### config.mk
export PLATFORM = sky130hd
export DESIGN_NAME = touch_conv_sched
export DESIGN_NICKNAME = d
export VERILOG_FILES = /design/src/rtl/tcs_pkg.sv /design/src/rtl/tcs_conv_timer.sv /design/src/rtl/tcs_start_ctrl.sv /design/src/rtl/tcs_avail_reg.sv /design/src/rtl/tcs_readout.sv /design/src/rtl/tcs_pen_pin.sv /design/src/rtl/touch_conv_sched.sv
export SDC_FILE = /design/constraint.sdc
export NUM_CORES = 1
export LEC_CHECK = 0
export CAP_MARGIN = 20
export CORE_MARGIN = 4
export CORE_UTILIZATION = 29
export DETAILED_ROUTE_END_ITERATION = 8
export PLACE_DENSITY = 0.53
export SYNTH_ARGS = -nofsm -noshare
export SYNTH_HDL_FRONTEND = slang
export SYNTH_SLANG_ARGS = --single-unit
export TNS_END_PERCENT = 10
### constraint.sdc
create_clock -name clk -period 3.36 [get_ports clk]
set_input_delay 0.336 -clock clk [delete_from_list [all_inputs] [get_ports clk]]
set_output_delay 0.336 -clock clk [all_outputs]
set_load 0.1 [all_outputs]
### src/rtl/tcs_pkg.sv
package tcs_pkg;

   localparam int FUNC_W = 4;
   localparam int PREC_W = 2;
   localparam int DAV_W  = 16;
   localparam int NUM_CH = 11;
   localparam int PREC_N = 1 << PREC_W;
   localparam int MAX_RES = 12;

   typedef logic [FUNC_W-1:0] func_t;
   typedef logic [PREC_W-1:0] prec_t;
   typedef logic [DAV_W-1:0]  dav_t;

   typedef enum logic [1:0] {
      ST_NEVER = 2'd0,
      ST_PEN   = 2'd1,
      ST_FREE  = 2'd2
   } start_cls_e;

   function automatic dav_t func_mask(input func_t f);
      dav_t m;
      case (f)
         4'h1:    m = 16'h0600;
         4'h2:    m = 16'h0780;
         4'h3:    m = 16'h0400;
         4'h4:    m = 16'h0200;
         4'h5:    m = 16'h0180;
         4'h6:    m = 16'h0040;
         4'h7:    m = 16'h0030;
         4'h8:    m = 16'h0010;
         4'h9:    m = 16'h0010;
         4'hA:    m = 16'h0004;
         4'hB:    m = 16'h0070;
         4'hC:    m = 16'h0002;
         default: m = 16'h0000;
      endcase
      return m;
   endfunction

   function automatic start_cls_e func_start_cls(input func_t f);
      start_cls_e c;
      case (f)
         4'h1, 4'h2, 4'h3, 4'h4, 4'h5: c = ST_PEN;
         4'h6, 4'h7, 4'h8, 4'h9,
         4'hA, 4'hB, 4'hC:             c = ST_FREE;
         default:                      c = ST_NEVER;
      endcase
      return c;
   endfunction

   function automatic logic func_one_shot(input func_t f);
      logic r;
      case (f)
         4'h3, 4'h4, 4'h5, 4'h6, 4'h7, 4'h8, 4'hA, 4'hC: r = 1'b1;
         default:                                         r = 1'b0;
      endcase
      return r;
   endfunction

   function automatic int prec_bits(input prec_t p);
      int r;
      case (p)
         2'd1:    r = 8;
         2'd2:    r = 10;
         default: r = 12;
      endcase
      return r;
   endfunction

endpackage

### src/rtl/tcs_conv_timer.sv
module tcs_conv_timer #(
   parameter int CONV_CYCLES = 122070
) (
   input  logic clk,
   input  logic rst_n,
   input  logic start,
   input  logic cancel,
   output logic busy,
   output logic done
);
   localparam int CNT_W = (CONV_CYCLES > 1) ? $clog2(CONV_CYCLES) : 1;
   localparam logic [CNT_W-1:0] LOAD = CNT_W'(CONV_CYCLES - 1);

   if (CONV_CYCLES < 1) begin : g_bad_cycles
      $error("CONV_CYCLES must be at least 1");
   end

   logic [CNT_W-1:0] cnt;

   always_ff @(posedge clk) begin
      if (!rst_n) begin
         busy <= 1'b0;
         cnt  <= '0;
      end else if (cancel) begin
         busy <= 1'b0;
      end else if (start) begin
         busy <= 1'b1;
         cnt  <= LOAD;
      end else if (busy) begin
         if (cnt == '0) busy <= 1'b0;
         else           cnt  <= cnt - 1'b1;
      end
   end

   assign done = busy && (cnt == '0) && !cancel;

   // a running count that is not cancelled keeps busy high
   p_busy_holds_r5: assert property (@(posedge clk) disable iff (!rst_n)
      (busy && cnt != '0 && !cancel) |=> busy);

   // completion ends the busy window
   p_done_ends_r5: assert property (@(posedge clk) disable iff (!rst_n)
      done |=> !busy);

   // no start request while a conversion runs
   p_no_start_busy_r4: assert property (@(posedge clk) disable iff (!rst_n)
      busy |-> !start);

endmodule

### src/rtl/tcs_start_ctrl.sv
module tcs_start_ctrl
   import tcs_pkg::*;
(
   input  logic        clk,
   input  logic        rst_n,
   input  logic        cfg_we,
   input  logic [14:0] cfg_wdata,
   input  logic        pen_down,
   input  logic        busy,
   input  logic        dav_any,
   output logic        enabled,
   output logic        start,
   output logic        cancel,
   output func_t       next_func,
   output prec_t       next_prec,
   output logic [7:0]  filter,
   output func_t       act_func,
   output prec_t       act_prec
);
   localparam int DIS_BIT  = 14;
   localparam int FUNC_LSB = 10;
   localparam int PREC_LSB = 8;

   start_cls_e cls;
   logic       cond_ok;
   logic       one_shot_hit;

   always_comb begin
      cls          = func_start_cls(next_func);
      cond_ok      = (cls == ST_FREE) || ((cls == ST_PEN) && pen_down);
      one_shot_hit = func_one_shot(next_func) && dav_any &&
                     ((cls != ST_PEN) || pen_down);
   end

   assign cancel = cfg_we && cfg_wdata[DIS_BIT];
   assign start  = enabled && !busy && !dav_any && cond_ok && !cfg_we;

   always_ff @(posedge clk) begin
      if (!rst_n) begin
         enabled   <= 1'b0;
         next_func <= '0;
         next_prec <= '0;
         filter    <= '0;
      end else if (cfg_we) begin
         enabled   <= !cfg_wdata[DIS_BIT];
         next_func <= cfg_wdata[FUNC_LSB +: FUNC_W];
         next_prec <= cfg_wdata[PREC_LSB +: PREC_W];
         filter    <= cfg_wdata[7:0];
      end else if (one_shot_hit) begin
         enabled   <= 1'b0;
      end
   end

   always_ff @(posedge clk) begin
      if (!rst_n) begin
         act_func <= '0;
         act_prec <= '0;
      end else if (start) begin
         act_func <= next_func;
         act_prec <= next_prec;
      end
   end

   // the active settings only move on a start
   p_act_stable_r4: assert property (@(posedge clk) disable iff (!rst_n)
      !start |=> ($stable(act_func) && $stable(act_prec)));

endmodule

### src/rtl/tcs_avail_reg.sv
module tcs_avail_reg
   import tcs_pkg::*;
(
   input  logic       clk,
   input  logic       rst_n,
   input  logic       done,
   input  func_t      act_func,
   input  logic       rd_en,
   input  logic [3:0] rd_sel,
   output dav_t       dav
);
   dav_t clr_vec;
   dav_t set_vec;

   for (genvar b = 0; b < DAV_W; b++) begin : g_clr
      if (b < NUM_CH) begin : g_chan
         assign clr_vec[b] = rd_en && (rd_sel == 4'(NUM_CH - 1 - b));

         // a read of this channel clears its bit unless a completion sets it
         p_read_clears_r6: assert property (@(posedge clk) disable iff (!rst_n)
            (rd_en && rd_sel == 4'(NUM_CH - 1 - b) && !done) |=> !dav[b]);
      end else begin : g_none
         assign clr_vec[b] = 1'b0;
      end
   end

   assign set_vec = done ? func_mask(act_func) : '0;

   always_ff @(posedge clk) begin
      if (!rst_n) dav <= '0;
      else        dav <= (dav & ~clr_vec) | set_vec;
   end

   // completion leaves every bit of the mask set
   p_mask_set_r5: assert property (@(posedge clk) disable iff (!rst_n)
      done |=> ((dav & $past(set_vec)) == $past(set_vec)));

endmodule

### src/rtl/tcs_readout.sv
module tcs_readout
   import tcs_pkg::*;
#(
   parameter int RAW_W = 16
) (
   input  logic             clk,
   input  logic             rst_n,
   input  logic             rd_en,
   input  logic [RAW_W-1:0] raw,
   input  prec_t            prec,
   output logic [RAW_W-1:0] rd_data
);
   logic [RAW_W-1:0] cand [PREC_N];

   for (genvar p = 0; p < PREC_N; p++) begin : g_res
      localparam int RES = prec_bits(PREC_W'(p));
      localparam int SH  = RAW_W - RES;
      assign cand[p] = raw >> SH;
   end

   always_ff @(posedge clk) begin
      if (!rst_n)     rd_data <= '0;
      else if (rd_en) rd_data <= cand[prec];
   end

   // no result is wider than the largest resolution
   p_trunc_width_r7: assert property (@(posedge clk) disable iff (!rst_n)
      rd_en |=> ((rd_data >> MAX_RES) == '0));

endmodule

### src/rtl/tcs_pen_pin.sv
module tcs_pen_pin (
   input  logic       clk,
   input  logic       rst_n,
   input  logic       pin_we,
   input  logic [1:0] pin_wdata,
   input  logic       pen_down,
   input  logic       dav_any,
   input  logic       enabled,
   output logic       pen_irq_n
);
   localparam logic [1:0] PIN_RESET = 2'd2;

   logic [1:0] pin_mode;
   logic       active;

   always_ff @(posedge clk) begin
      if (!rst_n)      pin_mode <= PIN_RESET;
      else if (pin_we) pin_mode <= pin_wdata;
   end

   always_comb begin
      case (pin_mode)
         2'd0:    active = pen_down;
         2'd1:    active = dav_any;
         default: active = pen_down && !dav_any;
      endcase
      if (!enabled) active = 1'b0;
   end

   assign pen_irq_n = !active;

endmodule

### src/rtl/touch_conv_sched.sv
module touch_conv_sched
   import tcs_pkg::*;
#(
   parameter int CONV_CYCLES = 122070,
   parameter int RAW_W       = 16
) (
   input  logic             clk,
   input  logic             rst_n,
   input  logic             cfg_we,
   input  logic [14:0]      cfg_wdata,
   input  logic             pin_we,
   input  logic [1:0]       pin_wdata,
   input  logic             pen_down,
   input  logic             rd_en,
   input  logic [3:0]       rd_sel,
   input  logic [RAW_W-1:0] raw_sample,
   output logic [RAW_W-1:0] rd_data,
   output logic [15:0]      ctrl_rdata,
   output logic [15:0]      dav,
   output logic             busy,
   output logic             enabled,
   output logic             pen_irq_n,
   output logic             dav_irq_n
);
   if (RAW_W < MAX_RES) begin : g_bad_raw
      $error("RAW_W must cover the largest resolution");
   end

   logic       start;
   logic       cancel;
   logic       done;
   logic       dav_any;
   func_t      next_func;
   prec_t      next_prec;
   logic [7:0] filter;
   func_t      act_func;
   prec_t      act_prec;

   assign dav_any = |dav;

   tcs_start_ctrl u_start (
      .clk       (clk),
      .rst_n     (rst_n),
      .cfg_we    (cfg_we),
      .cfg_wdata (cfg_wdata),
      .pen_down  (pen_down),
      .busy      (busy),
      .dav_any   (dav_any),
      .enabled   (enabled),
      .start     (start),
      .cancel    (cancel),
      .next_func (next_func),
      .next_prec (next_prec),
      .filter    (filter),
      .act_func  (act_func),
      .act_prec  (act_prec)
   );

   tcs_conv_timer #(.CONV_CYCLES(CONV_CYCLES)) u_timer (
      .clk    (clk),
      .rst_n  (rst_n),
      .start  (start),
      .cancel (cancel),
      .busy   (busy),
      .done   (done)
   );

   tcs_avail_reg u_avail (
      .clk      (clk),
      .rst_n    (rst_n),
      .done     (done),
      .act_func (act_func),
      .rd_en    (rd_en),
      .rd_sel   (rd_sel),
      .dav      (dav)
   );

   tcs_readout #(.RAW_W(RAW_W)) u_read (
      .clk     (clk),
      .rst_n   (rst_n),
      .rd_en   (rd_en),
      .raw     (raw_sample),
      .prec    (act_prec),
      .rd_data (rd_data)
   );

   tcs_pen_pin u_pin (
      .clk       (clk),
      .rst_n     (rst_n),
      .pin_we    (pin_we),
      .pin_wdata (pin_wdata),
      .pen_down  (pen_down),
      .dav_any   (dav_any),
      .enabled   (enabled),
      .pen_irq_n (pen_irq_n)
   );

   assign ctrl_rdata = {pen_down, !busy, next_func, next_prec, filter};
   assign dav_irq_n  = !dav_any;

   // a conversion only begins from an enabled block with nothing unread
   p_start_clear_r4: assert property (@(posedge clk) disable iff (!rst_n)
      $rose(busy) |-> $past(dav == '0 && enabled));

   // a disabled block never drives the pen line
   p_pin_off_r8: assert property (@(posedge clk) disable iff (!rst_n)
      !enabled |-> pen_irq_n);

   // a disabling write drops any running conversion
   p_cancel_r9: assert property (@(posedge clk) disable iff (!rst_n)
      (cfg_we && cfg_wdata[14]) |=> !busy);

   // a pending single-channel result switches the block off
   p_oneshot_r3: assert property (@(posedge clk) disable iff (!rst_n)
      (enabled && !cfg_we && dav != '0 && next_func == 4'h6) |=> !enabled);

endmodule

==> impl_metrics.py <==
metrics = {
    "run_status": {
        "outcome": "completed",
    },
    "power_and_ir_drop": {
        "pwr-share-comb_pct": 16.9,
        "p_int_mw": 1.89,
        "pwr-share-clk_pct": 46.4,
        "sw_frac_of_total_pct": 26.4,
        "cellLeakagePower_nw": 1.85,
        "power_density_nw_per_um2": 523,
        "netSwitchingPower_mw": 0.677,
        "share_seq_of_total_power_pct": 36.7,
        "peakVddDrop_mv": 0.286,
    },
    "yosys": {
        "postSynth.asyncResetShare_pct": 0,
        "syn-mean-instance-area_sq_um": 8.75,
        "synth.distinct_cells": 53,
        "count_of_yosys_warnings_during_synthesis": 0,
        "synth.ff_latch_count": 75,
        "post_synth_inst_count": 409,
        "syn-cell-area_sq_um": 3580,
        "synth-edff-count": 0,
        "ys_dominant_reg_cell": "sky130_fd_sc_hd__dfxtp_1",
        "synth.yosys.seq_area_share_pct": 42.0,
    },
    "sta": {
        "final_hold_viol_count": 0,
        "rsz0062_at_grt": "false",
        "finClkSkew_ns": 0.00461,
        "setup_violations": 0,
        "fin_crit_ns": 2.77,
        "final.period_utilization_pct": 82.5,
        "post-route-worst-setup-slack_ns": 0.588,
        "fmaxAchievable_mhz": 361,
        "timing.hold.ws_ns": 0.444,
        "timing_worst_slew_pin_value_ns": 1.01,
        "max_slew_margin_pct": 32.7,
        "final-max-slew-violation-count": 0,
        "setup_tns_ns": 0,
    },
    "global_routing": {
        "grt_pass1_wl_um": 14700,
        "gr-usage-met3_pct": 3.70,
        "antenna_found_initial": 0,
        "grt_util_all_layers_pct": 12.6,
        "grt_remaining_overflow": 0,
        "grt_util_met1_pct": 17.2,
        "top_usage_layer": "met2",
        "first_global_vias": 2964,
        "grt.met2_usage_pct": 19.3,
        "largest_net_degree_at_the_start_of_global_routing": 28,
    },
    "die": {
        "die-width_um": 119,
        "ios": 95,
        "placeable_core_area_sq_um": 12100,
        "die_height_um": 119,
        "initial_util_pct": 29.7,
        "design.die.area_sq_um": 14200,
        "core.rowCount": 40,
    },
    "cts": {
        "ctsHoldBuffers": 0,
        "numCtsBuffers": 9,
        "clock_transition_at_the_register_clock_pins_on_the_worst_setup_and_hold_paths_after_cts_ns": 0.06,
        "cts-root-to-sink-buffers": 2,
        "htree_num_levels": 3,
        "tritoncts": "built",
        "clkSinkCount": 75,
        "clk-insertion-delay-late_ns": 0.32,
        "post_cts.repair.setup_buffers": 0,
        "cts.root.buffer_cell": "sky130_fd_sc_hd__clkbuf_16",
        "post_cts_resize_count": 0,
    },
    "critical_path": {
        "timing.reg2reg.setup_slack_ns": 0.59,
        "slowest_stage": "sky130_fd_sc_hd__mux2i_1",
        "end_kind": "flop",
        "start_kind": "flop",
        "setup.worst_path.class": "flop to flop",
        "worstPathMaxFanout": 5,
        "slowest_cell_delay_on_critical_path_ns": 0.46,
        "critical_path.startpoint": "u_avail.dav[1]",
        "worstPathRequired_ns": 3.60,
        "reg2reg_from": "u_avail.dav[1]",
        "cp.arrival_ns": 3.01,
        "path_cells": "nor4_1 > nand3_1 > nor4_4 > mux2i_1 > nand2b_1 > ha_1 > nand2_1 > a21o_1 > a31oi_1",
    },
    "drt": {
        "vias_per_cell": 4.78,
        "remaining_drc_errors": 0,
        "postRouteWirelength_um": 8890,
        "postRouteAntennaNets": 0,
        "number_of_detailed_route_iterations_in_the_first_pass": 5,
        "drt_first_iter_violations": 146,
        "average_detailed_routed_wire_length_per_instance_um": 13.5,
        "route.vias.total": 3149,
    },
    "placed_design": {
        "place_inst": 643,
        "detailed_placement_hpwl_um": 6570,
        "finalWeightedCongestion": 0.809,
        "preCtsSetupSlack_ns": 0.534,
        "numPortBuffers": 81,
    },
    "layout": {
        "areaGrowthSynthToFinish_pct": 37.2,
        "final_nets": 536,
        "layoutNonFillerInstCount": 659,
        "drive_gt1_share_pct": 8.96,
        "insertedDiodeCount": 0,
        "nFillCells": 1208,
    },
    "job": {
        "max_cap_violations": 0,
    },
    "min_path": {
        "hold_path_class": "flop to flop",
    },
}
==> synth_stat cells, types with 3 or more instances <==
cell type	n	area, sq um
sky130_fd_sc_hd__nor4_1	5	31.3
sky130_fd_sc_hd__inv_1	8	30.0
sky130_fd_sc_hd__clkbuf_1	19	71.3
sky130_fd_sc_hd__nand3_1	7	35.0
sky130_fd_sc_hd__and3_1	4	25.0
sky130_fd_sc_hd__dfxtp_1	75	1500
sky130_fd_sc_hd__a31oi_1	6	37.5
sky130_fd_sc_hd__nor2b_1	5	31.3
sky130_fd_sc_hd__or4_1	3	22.5
sky130_fd_sc_hd__a211oi_1	4	30.0
sky130_fd_sc_hd__buf_4	11	82.6
sky130_fd_sc_hd__nor2_1	47	176
sky130_fd_sc_hd__nand4_1	5	31.3
sky130_fd_sc_hd__o211a_1	4	40.0
sky130_fd_sc_hd__a21oi_1	26	130
sky130_fd_sc_hd__nand2b_1	15	93.8
sky130_fd_sc_hd__o21ai_0	23	115
sky130_fd_sc_hd__xor2_1	8	70.1
sky130_fd_sc_hd__o2111ai_1	4	35.0
sky130_fd_sc_hd__mux2_2	5	56.3
sky130_fd_sc_hd__ha_1	7	87.6
sky130_fd_sc_hd__nor3_1	8	40.0
sky130_fd_sc_hd__nand2_1	33	124
sky130_fd_sc_hd__mux2i_1	25	250
sky130_fd_sc_hd__o211ai_1	16	120
==> worst paths after layout <==
path                            depth (start not counted)        endpoint
worst max-delay path                                    9            flop
worst min-delay path                                    2  u_avail.dav[4]
worst max register to register                          9            flop
worst min register to register                          2  u_avail.dav[4]
==> per-stage QoR <==
stage / power, mW / util (%) / instance area (sq um)
2_1_floorplan: 1.28 / - / 3610
3_3_place_gp: 1.39 / 37.6 / 4530
3_5_place_dp: 1.40 / 37.6 / 4530
4_1_cts: 2.60 / 40.7 / 4910
5_1_grt: 2.66 / 40.7 / 4910
6_report: 2.57 / 40.7 / 4910
==> cells by family (layout without fill, tap and decap cells) <==
group | count (synthesis) | count (layout) | share of synthesized area [%]
AND/OR/NAND/NOR | 149 | 149 | 21.8
AO/OA/AOI/OAI | 94 | 94 | 16.7
flip-flops | 75 | 75 | 42.0
buffers and inverters | 42 | 116 | 5.63
multiplexers | 31 | 31 | 8.95
XOR/XNOR | 10 | 10 | 2.45
adder cells (fa/ha/maj) | 7 | 7 | 2.45
other | 1 | 9 | 0.105
==> power groups by stage <==
stage               clock, mW  sequential [mW]  combinational [mW]
CTS                      1.22            0.942               0.436
global placement            0            0.961               0.433
global route             1.26            0.946               0.458
floorplan                   0             1.10               0.178
detailed placement          0            0.961               0.435
finish                   1.19            0.942               0.434
==> placed cells by master (no fill, tap or decap), types with 9 or more instances in the layout <==
cell type                         synthesis  layout
sky130_fd_sc_hd__a21oi_1                 26      26
sky130_fd_sc_hd__buf_4                   11      13
sky130_fd_sc_hd__clkbuf_16                0       9
sky130_fd_sc_hd__clkdlybuf4s50_1          0      78
sky130_fd_sc_hd__conb_1                   1       9
sky130_fd_sc_hd__dfxtp_1                 75      75
sky130_fd_sc_hd__mux2i_1                 25      25
sky130_fd_sc_hd__nand2_1                 33      33
sky130_fd_sc_hd__nand2b_1                15      15
sky130_fd_sc_hd__nor2_1                  47      47
sky130_fd_sc_hd__o211ai_1                16      16
sky130_fd_sc_hd__o21ai_0                 23      22
==> critical path: cells and delay by family (launching register included) <==
kind	cells	cell delay, ns
flops	1	0.32
compound gates	2	0.32
fa+ha+maj	1	0.24
simple gates	5	1.34
mux	1	0.46
==> routing by layer <==
| layer | part of all wire [%] | vias up |
|---|---|---|
| met5 | 0 | - |
| met1 | 49 | 1459 |
| met2 | 45 | 90 |
| met3 | 5.1 | 5 |
| li1 | - | 1595 |
| met4 | 1.1 | 0 |
==> cell type report <==
type / count / area [sq um] / area share (%)
sequential: 75 / 1500 / 30.6
clock inverter: 4 / 120 / 2.45
timing repair buffer: 91 / 878 / 17.9
tap: 168 / 210 / 4.28
inverter: 9 / 33.8 / 0.688
clock buffer: 12 / 256 / 5.23
multi-input combinational: 300 / 1910 / 38.9
Power figures use the tool's default switching activity.
